==> src/rtl/pte_chk_pkg.sv <==
package pte_chk_pkg;
   typedef logic [1:0] priv_t;
   typedef logic [1:0] acc_t;

   localparam priv_t PRIV_USER  = 2'd0;
   localparam priv_t PRIV_SUPER = 2'd1;
   localparam priv_t PRIV_MACH  = 2'd3;

   localparam acc_t ACC_FETCH = 2'd0;
   localparam acc_t ACC_LOAD  = 2'd1;
   localparam acc_t ACC_STORE = 2'd2;

   typedef struct packed {
      logic rd;
      logic wr;
      logic ex;
      logic usr;
   } leaf_flags_t;
endpackage

==> src/rtl/eff_priv_sel.sv <==
module eff_priv_sel
   import pte_chk_pkg::*;
#(
   parameter int MODE_W    = 4,
   parameter int BARE_CODE = 0
) (
   input  acc_t              acc_type,
   input  priv_t             cur_priv,
   input  logic              mprv_en,
   input  priv_t             prev_priv,
   input  logic              dbg_active,
   input  logic [MODE_W-1:0] xlate_mode,
   output priv_t             eff_priv,
   output logic              bypass
);
   localparam logic [MODE_W-1:0] BARE_V = MODE_W'(BARE_CODE);

   if (MODE_W < 1) begin : g_bad_mode_w
      $error("MODE_W must be at least 1");
   end
   if (BARE_CODE < 0 || BARE_CODE >= (1 << MODE_W)) begin : g_bad_bare
      $error("BARE_CODE does not fit in MODE_W bits");
   end

   logic  data_side;
   logic  is_bare;
   priv_t pick;

   always_comb begin
      data_side = (acc_type != ACC_FETCH);
      is_bare   = (xlate_mode == BARE_V);
      pick      = cur_priv;
      if (data_side && mprv_en && !dbg_active)
         pick = prev_priv;
      if (is_bare)
         pick = PRIV_MACH;
      eff_priv = pick;
      bypass   = (pick == PRIV_MACH);
   end
endmodule

==> src/rtl/flag_unpack.sv <==
module flag_unpack
   import pte_chk_pkg::*;
#(
   parameter int FLAG_W  = 8,
   parameter int RD_POS  = 1,
   parameter int WR_POS  = 2,
   parameter int EX_POS  = 3,
   parameter int USR_POS = 4
) (
   input  logic [FLAG_W-1:0] flags_in,
   output leaf_flags_t       flags_out
);
   localparam int MAX_POS = (RD_POS > WR_POS ? RD_POS : WR_POS) > (EX_POS > USR_POS ? EX_POS : USR_POS)
                          ? (RD_POS > WR_POS ? RD_POS : WR_POS) : (EX_POS > USR_POS ? EX_POS : USR_POS);

   if (MAX_POS >= FLAG_W) begin : g_bad_width
      $error("flag position beyond FLAG_W");
   end
   if (RD_POS == WR_POS || RD_POS == EX_POS || RD_POS == USR_POS ||
       WR_POS == EX_POS || WR_POS == USR_POS || EX_POS == USR_POS) begin : g_bad_overlap
      $error("flag positions must be distinct");
   end

   assign flags_out.rd  = flags_in[RD_POS];
   assign flags_out.wr  = flags_in[WR_POS];
   assign flags_out.ex  = flags_in[EX_POS];
   assign flags_out.usr = flags_in[USR_POS];
endmodule

==> src/rtl/leaf_perm_eval.sv <==
module leaf_perm_eval
   import pte_chk_pkg::*;
(
   input  acc_t        acc_type,
   input  priv_t       eff_priv,
   input  logic        user_prot,
   input  logic        exec_readable,
   input  leaf_flags_t flags,
   output logic        allow
);
   logic is_super;

   always_comb begin
      is_super = (eff_priv == PRIV_SUPER);
      if (flags.usr ? (is_super && user_prot) : !is_super)
         allow = 1'b0;                               // ownership check first
      else if (!flags.rd && flags.wr)
         allow = 1'b0;                               // reserved encoding
      else begin
         case (acc_type)
            ACC_FETCH: allow = flags.ex;
            ACC_LOAD:  allow = flags.rd || (exec_readable && flags.ex);
            default:   allow = flags.rd && flags.wr;
         endcase
      end
   end
endmodule

==> src/rtl/result_stage.sv <==
module result_stage (
   input  logic clk,
   input  logic rst_n,
   input  logic chk_valid,
   input  logic allow_in,
   output logic res_valid,
   output logic res_allow
);
   always_ff @(posedge clk or negedge rst_n) begin
      if (!rst_n) begin
         res_valid <= 1'b0;
         res_allow <= 1'b0;
      end else begin
         res_valid <= chk_valid;
         if (chk_valid)
            res_allow <= allow_in;
      end
   end
endmodule

==> src/rtl/pte_perm_check.sv <==
module pte_perm_check
   import pte_chk_pkg::*;
#(
   parameter int MODE_W    = 4,
   parameter int BARE_CODE = 0,
   parameter int FLAG_W    = 8,
   parameter int RD_POS    = 1,
   parameter int WR_POS    = 2,
   parameter int EX_POS    = 3,
   parameter int USR_POS   = 4
) (
   input  logic              clk,
   input  logic              rst_n,
   input  logic              chk_valid,
   input  logic [1:0]        acc_type,
   input  logic [1:0]        cur_priv,
   input  logic              mprv_en,
   input  logic [1:0]        prev_priv,
   input  logic              user_prot,
   input  logic              exec_readable,
   input  logic [MODE_W-1:0] xlate_mode,
   input  logic              dbg_active,
   input  logic [FLAG_W-1:0] pte_flags,
   output logic [1:0]        eff_priv,
   output logic              bypass,
   output logic              res_valid,
   output logic              res_allow
);
   leaf_flags_t fl;
   logic        allow_c;

   eff_priv_sel #(.MODE_W(MODE_W), .BARE_CODE(BARE_CODE)) u_priv (
      .acc_type(acc_type), .cur_priv(cur_priv), .mprv_en(mprv_en),
      .prev_priv(prev_priv), .dbg_active(dbg_active), .xlate_mode(xlate_mode),
      .eff_priv(eff_priv), .bypass(bypass)
   );

   flag_unpack #(.FLAG_W(FLAG_W), .RD_POS(RD_POS), .WR_POS(WR_POS),
                 .EX_POS(EX_POS), .USR_POS(USR_POS)) u_flags (
      .flags_in(pte_flags), .flags_out(fl)
   );

   leaf_perm_eval u_eval (
      .acc_type(acc_type), .eff_priv(eff_priv), .user_prot(user_prot),
      .exec_readable(exec_readable), .flags(fl), .allow(allow_c)
   );

   result_stage u_res (
      .clk(clk), .rst_n(rst_n), .chk_valid(chk_valid), .allow_in(allow_c),
      .res_valid(res_valid), .res_allow(res_allow)
   );

   localparam logic [MODE_W-1:0] BARE_V = MODE_W'(BARE_CODE);

   assert_fetch_cur_R1: assert property (@(posedge clk) disable iff (!rst_n)
      (acc_type == ACC_FETCH && xlate_mode != BARE_V) |-> eff_priv == cur_priv);

   assert_bare_mach_R3: assert property (@(posedge clk) disable iff (!rst_n)
      (xlate_mode == BARE_V) |-> (eff_priv == PRIV_MACH && bypass));

   assert_user_prot_R5: assert property (@(posedge clk) disable iff (!rst_n)
      (chk_valid && pte_flags[USR_POS] && eff_priv == PRIV_SUPER && user_prot) |=> !res_allow);

   assert_reserved_R7: assert property (@(posedge clk) disable iff (!rst_n)
      (chk_valid && !pte_flags[RD_POS] && pte_flags[WR_POS]) |=> !res_allow);

   assert_load_rights_R9: assert property (@(posedge clk) disable iff (!rst_n)
      (chk_valid && acc_type == ACC_LOAD && !pte_flags[RD_POS] &&
       !(exec_readable && pte_flags[EX_POS])) |=> !res_allow);

   assert_strobe_R11: assert property (@(posedge clk) disable iff (!rst_n)
      chk_valid |=> res_valid);

   assert_hold_R12: assert property (@(posedge clk) disable iff (!rst_n)
      !chk_valid |=> (!res_valid && $stable(res_allow)));
endmodule

==> config.mk <==
export PLATFORM = sky130hd
export DESIGN_NAME = pte_perm_check
export DESIGN_NICKNAME = d
export VERILOG_FILES = /design/src/rtl/pte_chk_pkg.sv /design/src/rtl/eff_priv_sel.sv /design/src/rtl/flag_unpack.sv /design/src/rtl/leaf_perm_eval.sv /design/src/rtl/result_stage.sv /design/src/rtl/pte_perm_check.sv
export SDC_FILE = /design/constraint.sdc
export NUM_CORES = 1
export LEC_CHECK = 0
export ABC_CLOCK_PERIOD_IN_PS = 900
export BUFFER_PORTS_ARGS = -buffer_cell sky130_fd_sc_hd__buf_2
export CORE_AREA = 2 2 39 41
export CTS_BUF_LIST = sky130_fd_sc_hd__clkbuf_4
export DETAILED_ROUTE_END_ITERATION = 10
export DIE_AREA = 0 0 41 43
export PLACE_DENSITY_LB_ADDON = 0.05
export SYNTH_ARGS = -nofsm -noshare
export SYNTH_HDL_FRONTEND = slang
export SYNTH_SLANG_ARGS = --single-unit
==> constraint.sdc <==
create_clock -name clk -period 0.9 [get_ports clk]
set_input_delay 0.045 -clock clk [delete_from_list [all_inputs] [get_ports clk]]
set_output_delay 0.045 -clock clk [all_outputs]
set_load 0.02 [all_outputs]
==> metrics.txt <==
Ys Warns=0; CTS H-tree depth=1; Crit Path Class=in -> out; setup TNS=-0.5121 ns; Core ar.=1384 sq um; FMAX=0.9596 GHz; first-pass GRT wire length=1193 microns; first drt pass iteration count=2; DRC=0; vias in the first global route=316; critical path startpoint category=input pin; Clk Latency, worst-skew pair=0.22 ns; Synth top area share=24.10%; total power=0.5222 mW; critical path launch point=xlate_mode[3]; most frequent cells in the layout=buf_2, buf_6, mux2i_4, nand2b_1, clkbuf_4; area delta synth->final=150.6%; Final period util=115.8%; Avg Cell Area, Syn=approximately 9 sq um; r2r endpoint=u_res.res_allow; CTS Root Buffer Type=clkbuf_4; Chip Height=43 microns; Net Count, Synth=48; commonest non-fill, non-tap cell in the layout=buf_2; Antenna Nets Post-Route=0; clock buffer depth=2; Max Transition Viols Final=0; final global-route overflow total=0; CTS tree=done; RePlAce Congestion=a little over 0.6; final core utilization=37.61%; post-DR wirelength/cell=about 10 microns; max-cap violations=0; fin cells=72; largest net degree at the start of global routing=4; total track usage=9.768%; cells taking the most area after synthesis=dfrtp_1, mux2i_1, nand2b_1; relative slew slack=a little under nine tenths; PortBufs=25; Critical R2R Launch=u_res.res_allow; NumNets Final=a little over 80; Distinct cells, synth=15; num rows=14; antenna diode instance count=0; Die Area=1763 sq um; setup slack, reg-to-reg=0.26 ns; hpwl dp=597.9 microns; Placed Cells incl. Taps=66; Worst Tran Pin Value=between 0.2 and 0.25 ns; # IOs=30; Post-Syn Instances=23; number of setup violations in the final report=4; DR iter-0 viols=1; Tmin final=1.042 ns; CP Capture Point=bypass; outcome=finished with violations; violated checks=setup timing; Total Wirelength=727 microns; CP Max Fanout=3; Min-Delay Path Class=in -> reg; Via density=4.319; length in cells of the worst reg-to-reg path=2; Yosys reg bits=2; RSZ-0062 raised after global routing=true; initial antenna violation count=0; final worst slack=-0.1421 ns; Data required, critical path=around 0.85 ns; critical path arrival=1.00 ns; power density over the cells=1003 nW/um^2; Clock Skew=0 ns; Initial Utilization=15.01%; Peak VDD IR=0.0003144 V; leak pwr=0.2504 nW; vias=a little over 300; post-synthesis sequential area ratio=24.10%; Synth area leader=dfrtp_1; Clock Sinks=2; clk slew on worst S/H paths=0.03 ns; synthesized area=a little over 200 sq um; Final Hold Vio Count=0; Num CTS Buffers=3; Worst Setup End Kind=output port; layout cell share with drive strength beyond 1=around three quarters; chip width=41 microns
## synth_stat cells
cell      n
dfrtp_1   2
o21ai_1   1
o21ai_0   1
mux2i_1   3
nor3b_4   1
and4_4    1
a21oi_1   2
o41ai_2   1
or4_4     1
inv_1     2
nand2_1   2
o22ai_1   1
nand2b_1  3
nor2_1    1
nor2b_1   1
## where the power goes
part           total [mW]  switching [mW]  internal (mW)
logic               0.229          0.0997          0.130
registers          0.0998         0.00242         0.0974
clock network       0.193          0.0462          0.147
total               0.522           0.148          0.374
## area by class of cell
class	instances	area, sq um
multi-input cells	19	203.9
fillers	152	863.3
clock buffers	3	22.52
inverters	2	7.507
flip-flops and latches	2	50.05
repair buffers	30	216.5
well taps	16	20.02
## per-layer routing
metal	part of all wire [%]	global-route usage, %	vias up
met3	15	2.618	0
met5	0	0	-
met4	0	4.000	0
li1	-	-	153
met1	31	10.71	136
met2	54	16.56	22
## cell families (layout without fill, tap and decap cells)
family | count (synthesis) | count (layout) | synth area share, %
multiplexers | 3 | 3 | 14.46
AO/OA/AOI/OAI | 6 | 6 | 20.48
flip-flops | 2 | 2 | 24.10
AND/OR/NAND/NOR | 10 | 10 | 37.35
buffers and inverters | 2 | 35 | 3.616
## worst max-delay path: stages
cell	delay, ns
buf_6	0.09
or4_4	0.54
buf_6	0.14
o21ai_2	0.05
buf_6	0.13
## flip-flops by register name (all words and copies together) (netlist names)
register and cells:
u_res.res_allow 1, u_res.res_valid 1
## per-stage QoR
step / hold slack, ns / cell area, sq um / setup slack [ns]
3_3_place_gp: -0.1690 / 370.4 / -0.2928
5_1_grt: 0.1468 / 520.5 / -0.2032
6_report: 0.1337 / 520.5 / -0.1421
2_1_floorplan: -0.2506 / 210.2 / -0.1180
4_1_cts: 0.1253 / 505.5 / -0.1412
3_5_place_dp: -0.1690 / 370.4 / -0.2894
## repair_timing
| item | 4_1_cts | 5_1_grt |
|---|---|---|
| endpoints found under the hold margin | 3 | 0 |
| hold buffers | 2 | 0 |
| buffers inserted | 1 | 0 |
| gates cloned | 0 | 0 |
| endpoints found under the setup margin | 4 | 4 |
| gates resized for setup | 20 | 3 |
| pin swaps | 4 | 2 |
## how the worst min path moves through the flow
stage | startpoint | end | slack (ns) | cells past startpoint
3_3_place_gp | rst_n | u_res.res_valid | -0.17 | 1
4_1_cts | chk_valid | u_res.res_allow | 0.13 | 3
6_report | chk_valid | u_res.res_allow | 0.13 | 3
3_5_place_dp | rst_n | u_res.res_valid | -0.17 | 1
5_1_grt | rst_n | u_res.res_valid | 0.15 | 2
2_1_floorplan | rst_n | u_res.res_allow | -0.25 | 0
Note: power is estimated with default switching activity, not from simulation.
